$ cat src/rtl/eebb_pkg.sv
package eebb_pkg;

    // Registered control state of the port
    typedef struct packed {
        logic sk;
        logic di;
        logic dout;
    } line_state_t;

endpackage

$ cat src/rtl/eebb_cmd_decode.sv
module eebb_cmd_decode #(
    parameter int          DATA_W   = 8,
    parameter logic [7:0]  SET_CODE = 8'h38,
    parameter logic [7:0]  END_CODE = 8'h05,
    parameter int          SK_BIT   = 4,
    parameter int          DI_BIT   = 3
) (
    input  logic [DATA_W-1:0] byte_i,
    output logic              is_set,
    output logic              is_end,
    output logic              sk_bit,
    output logic              di_bit
);
    localparam logic [DATA_W-1:0] SET_W = DATA_W'(SET_CODE);
    localparam logic [DATA_W-1:0] END_W = DATA_W'(END_CODE);

    always_comb begin
        is_set = (byte_i == SET_W);
        is_end = (byte_i == END_W);
        sk_bit = byte_i[SK_BIT];
        di_bit = byte_i[DI_BIT];
    end
endmodule

$ cat src/rtl/eebb_cs_hold.sv
module eebb_cs_hold (
    input  logic clk,
    input  logic rst,
    input  logic wr,
    input  logic is_set,
    input  logic is_end,
    output logic cs_q
);
    logic cs_d;

    // Set by one code, then held through its own output until the end code
    always_comb begin
        cs_d = cs_q;
        if (wr) begin
            cs_d = is_set | (cs_q & ~is_end);
        end
    end

    always_ff @(posedge clk) begin
        if (rst) cs_q <= 1'b0;
        else     cs_q <= cs_d;
    end

    a_r1_cs_reset: assert property (@(posedge clk) rst |=> !cs_q);
    a_r2_set_code: assert property (@(posedge clk) disable iff (rst)
        (wr && is_set) |=> cs_q);
    a_r3_hold_term: assert property (@(posedge clk) disable iff (rst)
        (wr && cs_q && !is_end) |=> cs_q);
    a_r4_end_code: assert property (@(posedge clk) disable iff (rst)
        (wr && is_end && !is_set) |=> !cs_q);
    a_r7_cs_idle: assert property (@(posedge clk) disable iff (rst)
        (!wr) |=> $stable(cs_q));
endmodule

$ cat src/rtl/eebb_bus_arb.sv
module eebb_bus_arb #(
    parameter int DATA_W = 8,
    parameter int DO_BIT = 0
) (
    input  logic              rd,
    input  logic              dout,
    output logic [DATA_W-1:0] bus_out,
    output logic              bus_drive,
    output logic              latch_off
);
    for (genvar i = 0; i < DATA_W; i++) begin : g_bit
        if (i == DO_BIT) begin : g_do
            assign bus_out[i] = rd & dout;
        end else begin : g_zero
            assign bus_out[i] = 1'b0;
        end
    end

    always_comb begin
        bus_drive = rd;
        latch_off = rd;
    end

    always_comb begin
        a_r9_single_driver: assert (!(bus_drive && !latch_off));
        a_r8_idle_zero: assert (rd || bus_out == '0);
    end
endmodule

$ cat src/rtl/eeprom_bitbang_port.sv
module eeprom_bitbang_port #(
    parameter int          DATA_W   = 8,
    parameter logic [7:0]  SET_CODE = 8'h38,
    parameter logic [7:0]  END_CODE = 8'h05,
    parameter int          SK_BIT   = 4,
    parameter int          DI_BIT   = 3,
    parameter int          DO_BIT   = 0
) (
    input  logic              clk,
    input  logic              rst,
    input  logic              wr_stb,
    input  logic              rd_stb,
    input  logic [DATA_W-1:0] wr_data,
    input  logic              ee_do,
    output logic              ee_cs,
    output logic              ee_sk,
    output logic              ee_di,
    output logic [DATA_W-1:0] bus_out,
    output logic              bus_drive,
    output logic              latch_off
);
    import eebb_pkg::*;

    logic        is_set, is_end, sk_bit, di_bit;
    line_state_t st_d, st_q;

    eebb_cmd_decode #(
        .DATA_W  (DATA_W),
        .SET_CODE(SET_CODE),
        .END_CODE(END_CODE),
        .SK_BIT  (SK_BIT),
        .DI_BIT  (DI_BIT)
    ) u_dec (
        .byte_i(wr_data),
        .is_set(is_set),
        .is_end(is_end),
        .sk_bit(sk_bit),
        .di_bit(di_bit)
    );

    eebb_cs_hold u_cs (
        .clk   (clk),
        .rst   (rst),
        .wr    (wr_stb),
        .is_set(is_set),
        .is_end(is_end),
        .cs_q  (ee_cs)
    );

    // Clock, data-in and the sampled data-out all move on the write strobe
    always_comb begin
        st_d = st_q;
        if (wr_stb) begin
            st_d.sk   = sk_bit;
            st_d.di   = di_bit;
            st_d.dout = ee_do;
        end
    end

    always_ff @(posedge clk) begin
        if (rst) st_q <= '0;
        else     st_q <= st_d;
    end

    assign ee_sk = st_q.sk;
    assign ee_di = st_q.di;

    eebb_bus_arb #(
        .DATA_W(DATA_W),
        .DO_BIT(DO_BIT)
    ) u_arb (
        .rd       (rd_stb),
        .dout     (st_q.dout),
        .bus_out  (bus_out),
        .bus_drive(bus_drive),
        .latch_off(latch_off)
    );

    a_r1_lines_reset: assert property (@(posedge clk)
        rst |=> (!ee_sk && !ee_di && !st_q.dout));
    a_r5_sk_follows: assert property (@(posedge clk) disable iff (rst)
        wr_stb |=> (ee_sk == $past(wr_data[SK_BIT])));
    a_r6_di_follows: assert property (@(posedge clk) disable iff (rst)
        wr_stb |=> (ee_di == $past(wr_data[DI_BIT])));
    a_r8_do_capture: assert property (@(posedge clk) disable iff (rst)
        wr_stb |=> (st_q.dout == $past(ee_do)));
    a_r7_lines_idle: assert property (@(posedge clk) disable iff (rst)
        !wr_stb |=> ($stable(ee_sk) && $stable(ee_di) && $stable(st_q.dout)));
    a_r9_read_drive: assert property (@(posedge clk) disable iff (rst)
        rd_stb |-> (bus_drive && latch_off));
endmodule

$ cat config.mk
export PLATFORM = sky130hd
export DESIGN_NAME = eeprom_bitbang_port
export DESIGN_NICKNAME = d
export VERILOG_FILES = /design/src/rtl/eebb_pkg.sv /design/src/rtl/eebb_cmd_decode.sv /design/src/rtl/eebb_cs_hold.sv /design/src/rtl/eebb_bus_arb.sv /design/src/rtl/eeprom_bitbang_port.sv
export SDC_FILE = /design/constraint.sdc
export NUM_CORES = 1
export LEC_CHECK = 0
export BUFFER_PORTS_ARGS = -buffer_cell sky130_fd_sc_hd__buf_2
export CORE_AREA = 2 2 39 41
export CTS_CLUSTER_DIAMETER = 30
export DETAILED_ROUTE_END_ITERATION = 10
export DIE_AREA = 0 0 41 43
export SYNTH_ARGS = -nofsm -noshare
export SYNTH_HDL_FRONTEND = slang
export SYNTH_SLANG_ARGS = --single-unit
$ cat constraint.sdc
create_clock -name clk -period 0.8 [get_ports clk]
set_input_delay 0 -clock clk [delete_from_list [all_inputs] [get_ports clk]]
set_output_delay 0 -clock clk [all_outputs]
set_load 0.05 [all_outputs]
---- Word-level counts from Yosys, hierarchy flattened ----
Index checks and enable logic that the tools add are counted.
word-level totals
  bits in registers ....................... 4
  input port bits ......................... 13
  output and inout bits ................... 13
  logic and storage cells ................. 10
cells by class
  eq/ne operators ......................... 2
  bitwise logic cells ..................... 4
operators with widths
  kind                  count
  $eq A8 B3 Y1 const B  1
  $eq A8 B6 Y1 const B  1
  $and A1 B1 Y1         2
  $not A1 Y1            1
  $or A1 B1 Y1          1

---- Longest topological paths before layout ----
Gate-level depths: netlist of run 1.
  word-level depth ........................ 4
  gate-level depth with buffers ........... 3
  gate-level depth less buffers ........... 3

---- Hierarchy ----
Synthesis of run 1 repeated with hierarchy kept, for this count alone.
unflattened totals
  cells, all modules ...................... 32
  area total of the unflattened synthesis .. 294.0 um^2
modules (own cells, without submodules)
  module               instances  cells an instance  area each (um^2)
  eeprom_bitbang_port  1          9                  101.3
  eebb_bus_arb         1          11                 77.6
  eebb_cmd_decode      1          8                  72.6
  eebb_cs_hold         1          4                  42.5

---- Worst setup path before layout of run 1 ----
Ideal clock, no wire load.
  path type ............................... reg2reg
  from .................................... reg u_cs.cs_q
  to ...................................... reg u_cs.cs_q
  library setup time ...................... 84 ps
  data arrival time ....................... 1014 ps
  required time ........................... 716 ps
  slack ................................... -298 ps
  stages on the path, launching flop included .. 4
  buffers on the path ..................... 0
  path through ............................ dfxtp_1 > inv_1 > a311o_1 > o31ai_2
between the ends
  word-level cells in the longest chain between the ends .. 2
ends and longest elaborated chain
  what                    line                source
  start, declared         eebb_cs_hold.sv:7   output logic cs_q
  start signal, assigned  eebb_cs_hold.sv:21  else cs_q <= cs_d;
  $and A1 B1 Y1           eebb_cs_hold.sv:15  cs_d = is_set | (cs_q & ~is_end);
  $or A1 B1 Y1            eebb_cs_hold.sv:15
No other way between the ends.
A chain may end at the register's enable or synchronous reset.

---- Worst setup path in the final report of run 1 ----
  from .................................... reg st_q[0] (netlist name)
  to ...................................... out bus_out[0]
between the ends
  word-level cells in the longest chain between the ends .. 1
ends and longest elaborated chain
  what                    line                       source
  start, declared         eeprom_bitbang_port.sv:25  line_state_t st_d, st_q;
  start signal, assigned  eeprom_bitbang_port.sv:62  else st_q <= st_d;
  $and A1 B1 Y1           eebb_bus_arb.sv:13         assign bus_out[i] = rd & dout;
  end, declared           eeprom_bitbang_port.sv:18  output logic [DATA_W-1:0] bus_out,
No other way between the ends.

==> run summary, run 1 <==
status - finished, violations left
failing checks - setup timing
register bit total from synthesis - 4
placed cell area - 364 um^2
Leakage - 0.218 nW
wire length per cell - 9.00 um
post-synth cell types - 13
gpl congestion - 0.631
total power - 732 uW
Die Area - 1760 um^2
Root Driver - clkbuf_4
drt total wl - 612 um
Final Hold Fails - 0
primary flip-flop cell chosen by synthesis mapping - dfxtp_1
Post-Syn Instances - 28
Worst Hold Class - input port to register
Yosys top cell by area - dfxtp_1
top cells by count, synth - buf_4, dfxtp_1, mux2i_1, nor2_1
Seq/Total Area, Yosys - 29.6%
Detail Route Antenna Nets - 0
Fin Clk Skew - 0 ns
global route overflow - 0
Setup crit start kind - register
hpwl dp - 490 um
most instantiated library cell after synthesis - buf_4
Setup Viol. Count Final - 2
setup TNS - -0.0229 ns
RSZ-0062 raised after global routing - true
worst-skew pair later-pin latency - 0.24 ns
asr flop ratio synth - 0%
CP Data Arrival Time - 0.82 ns
final core occ - 31.2%
fraction of layout cells with a size suffix above 1 - 61.5%
global-route wire length before repair - 959 um
port buffer count - 18
largest net degree at the start of global routing - 5
nets@finish - 66
Cell Pwr Density - 1700 nW/um^2
Die X - 41 um
post-synthesis cell area - 270 um^2
Worst R2R Path Depth - 3
Worst Setup End Kind - primary output
Rows - 14
Yosys warning count - 0
die height - 43 um
Design Area, Final - 432 um^2
Clock Path Buffers - 2
Max Slew Vio Count - 0
top-area cell type share of the netlist area - 29.6%
DRC marker count from the first detailed-route iteration - 0
Setup Fix Bufs, Post-CTS - 0
total clock sinks - 4
f_max - 1220 MHz
drt first pass iters - 1
syn avg cell area - 9.65 um^2
fill count - 162
Max Cap Viol - 0
hold path depth - 3
Syn-to-layout area delta - 59.7%
Initial Util - 19.5%
CP Class - register to primary output
Setup WS post-layout - -0.0205 ns
via count - 268
number of synthesized flops with an enable pin - 0
Peak supply drop - 495 uV
Crit path required time - 0.80 ns
CTS tree - done
GRT Total Usage - 9.13%
H-tree lvl count - 1
period utilisation layout - 103%
Num CTS Buffers - 3
diode count - 0
min cycle time layout - 0.820 ns
pre-CTS WS - -0.0282 ns
initial antenna violation count - 0
core area - 1380 um^2
vias per cell - 3.94
DRC viols - 0
vias in the first global route - 243
Clock Pin Slew Worst Setup and Hold Paths - 0.04 ns
I/O Pins - 26
Crit Path Max Fanout - 2
main area contributors after synthesis - dfxtp_1, buf_4, mux2i_1
[area by class of cell]
class | instances | area, um^2 | share of cell area (%)
tap | 16 | 20.0 | 4.64
sequential | 4 | 87.6 | 20.3
multi-input combinational | 20 | 144 | 33.3
clock buffer | 4 | 26.3 | 6.09
inverter | 1 | 3.75 | 0.870
timing repair buffer | 23 | 150 | 34.8
[cells by family (layout without fill, tap and decap cells)]
family                 Yosys count  count (layout)  synth area share, %
AND/OR/NAND/NOR                  8               8                 23.2
buffers and inverters           10              28                 26.4
other                            1               7                 1.39
multiplexers                     3               3                 11.1
AO/OA/AOI/OAI                    2               2                 8.33
flip-flops                       4               4                 29.6
[repair_timing]
action / 4_1_cts / 5_1_grt
gates resized for setup: 8 / 1
hold buffers: 2 / 0
endpoints found under the setup margin: 4 / 2
endpoints found under the hold margin: 4 / 0
[layer usage]
| layer | share of wire (%) | track usage, % |
|---|---|---|
| met1 | 33 | 8.01 |
| met5 | 0 | 0 |
| met3 | 15 | 6.81 |
| met2 | 46 | 11.9 |
| met4 | 5.1 | 10.0 |
[critical path, stage by stage, from the launching register on]
cell	delay, ns
dfxtp_2	0.31
and2_4	0.13
buf_8	0.13
[sequential cells by signal (all words and copies together), names as in the netlist]
register   count
ee_di          1
ee_sk          1
st_q           1
u_cs.cs_q      1
[worst paths after layout]
path,startpoint,to,slack [ns]
setup / recovery,st_q[0]$_SDFFE_PP0P_,bus_out[0],-0.02
hold / removal,ee_do,st_q[0]$_SDFFE_PP0P_,0.008
setup reg to reg,u_cs.cs_q$_SDFFE_PP0P_,u_cs.cs_q$_SDFFE_PP0P_,0.01
hold reg to reg,ee_di$_SDFFE_PP0P_,ee_di$_SDFFE_PP0P_,0.48
[cells in the final DEF, fill, tap and decap left out, types with 2 or more instances in the layout]
master,netlist,routed
buf_2,0,14
conb_1,1,7
buf_4,9,6
mux2i_1,3,3
nor2_1,3,3
clkbuf_4,0,3
dfxtp_2,0,3
dlygate4sd3_1,0,2
[where the power goes]
part	leakage (nW)	internal, mW	switching, mW
registers	0.0347	0.208	0.00459
logic	0.169	0.0707	0.159
clock network	0.0150	0.188	0.102
total	0.218	0.467	0.265
[metrics by stage]
stage	std cells	hold WS, ns
final	68	0.00768
after global placement	62	0.206
after floorplan	34	0.0650
after detailed placement	62	0.213
after CTS	68	0.00774
after global routing	68	0.0173
Note: power is estimated with default switching activity, not from simulation.
==> inputs of run 2 (changes only) <==
CTS_BUF_LIST = sky130_fd_sc_hd__clkbuf_4 sky130_fd_sc_hd__clkbuf_8 sky130_fd_sc_hd__clkbuf_16   (was unset)
==> run summary, run 2 (same netlist as run 1, synthesis figures left out) <==
wire length per cell - 9.00 um
Detail Route Antenna Nets - 0
most frequent cells in the layout - buf_2, conb_1, buf_4, clkbuf_4
status - finished, violations left
worst-skew pair later-pin latency - 0.24 ns
Worst R2R Path Depth - 3
Critical Path Sink - bus_out[0]
Setup WS post-layout - -0.0214 ns
max incr delay on CP - 0.31 ns
hpwl dp - 490 um
Final Hold Fails - 0
Root Driver - clkbuf_4
Buf/Inv on CP - 1
Clock Pin Slew Worst Setup and Hold Paths - 0.04 ns
global-route wire length before repair - 966 um
I/O Pins - 26
RR Startpoint - u_cs.cs_q$_SDFFE_PP0P_
placed cell area - 364 um^2
slowest CP cell - dfxtp_2
CTS tree - done
Clock Path Buffers - 2
total power - 768 uW
drt total wl - 612 um
period utilisation layout - 103%
drt first pass iters - 1
DRC marker count from the first detailed-route iteration - 0
Max Slew Vio Count - 0
Worst Setup SP - st_q[0]$_SDFFE_PP0P_
pre-CTS WS - -0.0282 ns
Peak supply drop - 497 uV
GRT Total Usage - 9.43%
failing checks - setup timing
H-tree lvl count - 1
via count - 267
global route overflow - 0
Worst Hold Class - input port to register
fraction of layout cells with a size suffix above 1 - 63.5%
Num CTS Buffers - 3
Design Area, Final - 435 um^2
port buffer count - 18
Fin Clk Skew - 0 ns
RSZ-0062 raised after global routing - true
total clock sinks - 4
Initial Util - 19.5%
Setup crit start kind - register
vias in the first global route - 243
final hold slack - 0.00670 ns
f_max - 1220 MHz
CP Data Arrival Time - 0.82 ns
Worst Setup End Kind - primary output
cell count along the critical path - 2
fill count - 159
RR Endpoint - u_cs.cs_q$_SDFFE_PP0P_
Cell Pwr Density - 1760 nW/um^2
gpl congestion - 0.631
Rows - 14
Leakage - 0.222 nW
CP Class - register to primary output
commonest non-fill, non-tap cell in the layout - buf_2
Setup Viol. Count Final - 2
Syn-to-layout area delta - 61.1%
placed cell count - 62
DRC viols - 0
Max Cap Viol - 0
FF-to-FF setup slack - 0.01 ns
vias per cell - 3.93
CP cell instances - and2_4 > buf_8
min cycle time layout - 0.821 ns
Post-Layout Cell Count - 68
Die X - 41 um
Crit Path Max Fanout - 2
core area - 1380 um^2
nets@finish - 66
largest net degree at the start of global routing - 5
diode count - 0
crit-path leading delay family - flip-flops
die height - 43 um
Crit path required time - 0.80 ns
initial antenna violation count - 0
Die Area - 1760 um^2
## run 2: how the worst min path moves through the flow
stage	depth (start not counted)	slack, ns	startpoint	to
after global placement	2	0.21	wr_data[2]	u_cs.cs_q$_SDFFE_PP0P_
after CTS	3	0.006	ee_do	st_q[0]$_SDFFE_PP0P_
after detailed placement	2	0.21	wr_data[2]	u_cs.cs_q$_SDFFE_PP0P_
after floorplan	1	0.06	rst	ee_di$_SDFFE_PP0P_
after global routing	3	0.01	ee_do	st_q[0]$_SDFFE_PP0P_
final	3	0.007	ee_do	st_q[0]$_SDFFE_PP0P_
## run 2: cell type report
class / count / area, um^2 / share of cell area, %
inverters: 1 / 3.75 / 0.862
clock buffers: 4 / 30.0 / 6.90
flip-flops and latches: 4 / 87.6 / 20.1
multi-input cells: 20 / 144 / 33.0
well taps: 16 / 20.0 / 4.60
repair buffers: 23 / 150 / 34.5
## run 2: what timing repair did
item,in CTS,in global routing
pin swaps,0,0
setup endpoints to repair,4,2
hold endpoints to repair,4,0
buffers inserted,0,0
resized for setup,8,1
hold buffers,2,0
## run 2: stage by stage
stage | util (%) | setup TNS [ns]
3_3_place_gp | 26.3 | -0.0217
2_1_floorplan | - | -0.0817
3_5_place_dp | 26.3 | -0.0282
5_1_grt | 31.5 | -0.0763
4_1_cts | 31.5 | -0.0278
6_report | 31.5 | -0.0224
## run 2: report_power, final
group / switching (mW) / total [mW] / internal, mW
Clock: 0.104 / 0.326 / 0.222
Combinational: 0.159 / 0.229 / 0.0707
Sequential: 0.00459 / 0.212 / 0.208
Total: 0.267 / 0.768 / 0.501
## run 2: layer usage
layer | wire length, um | vias up | part of all wire [%] | track usage [%]
met5 | 0 | - | 0 | 0
met2 | 282 | 17 | 46 | 11.9
met4 | 35 | 0 | 5.7 | 12.0
met1 | 205 | 118 | 33 | 8.01
met3 | 89 | 4 | 15 | 6.81
li1 | - | 128 | - | -
## run 2: worst min-delay path: stages
cell,delay [ns]
buf_2,0.08
mux2i_1,0.05
nor2_1,0.08
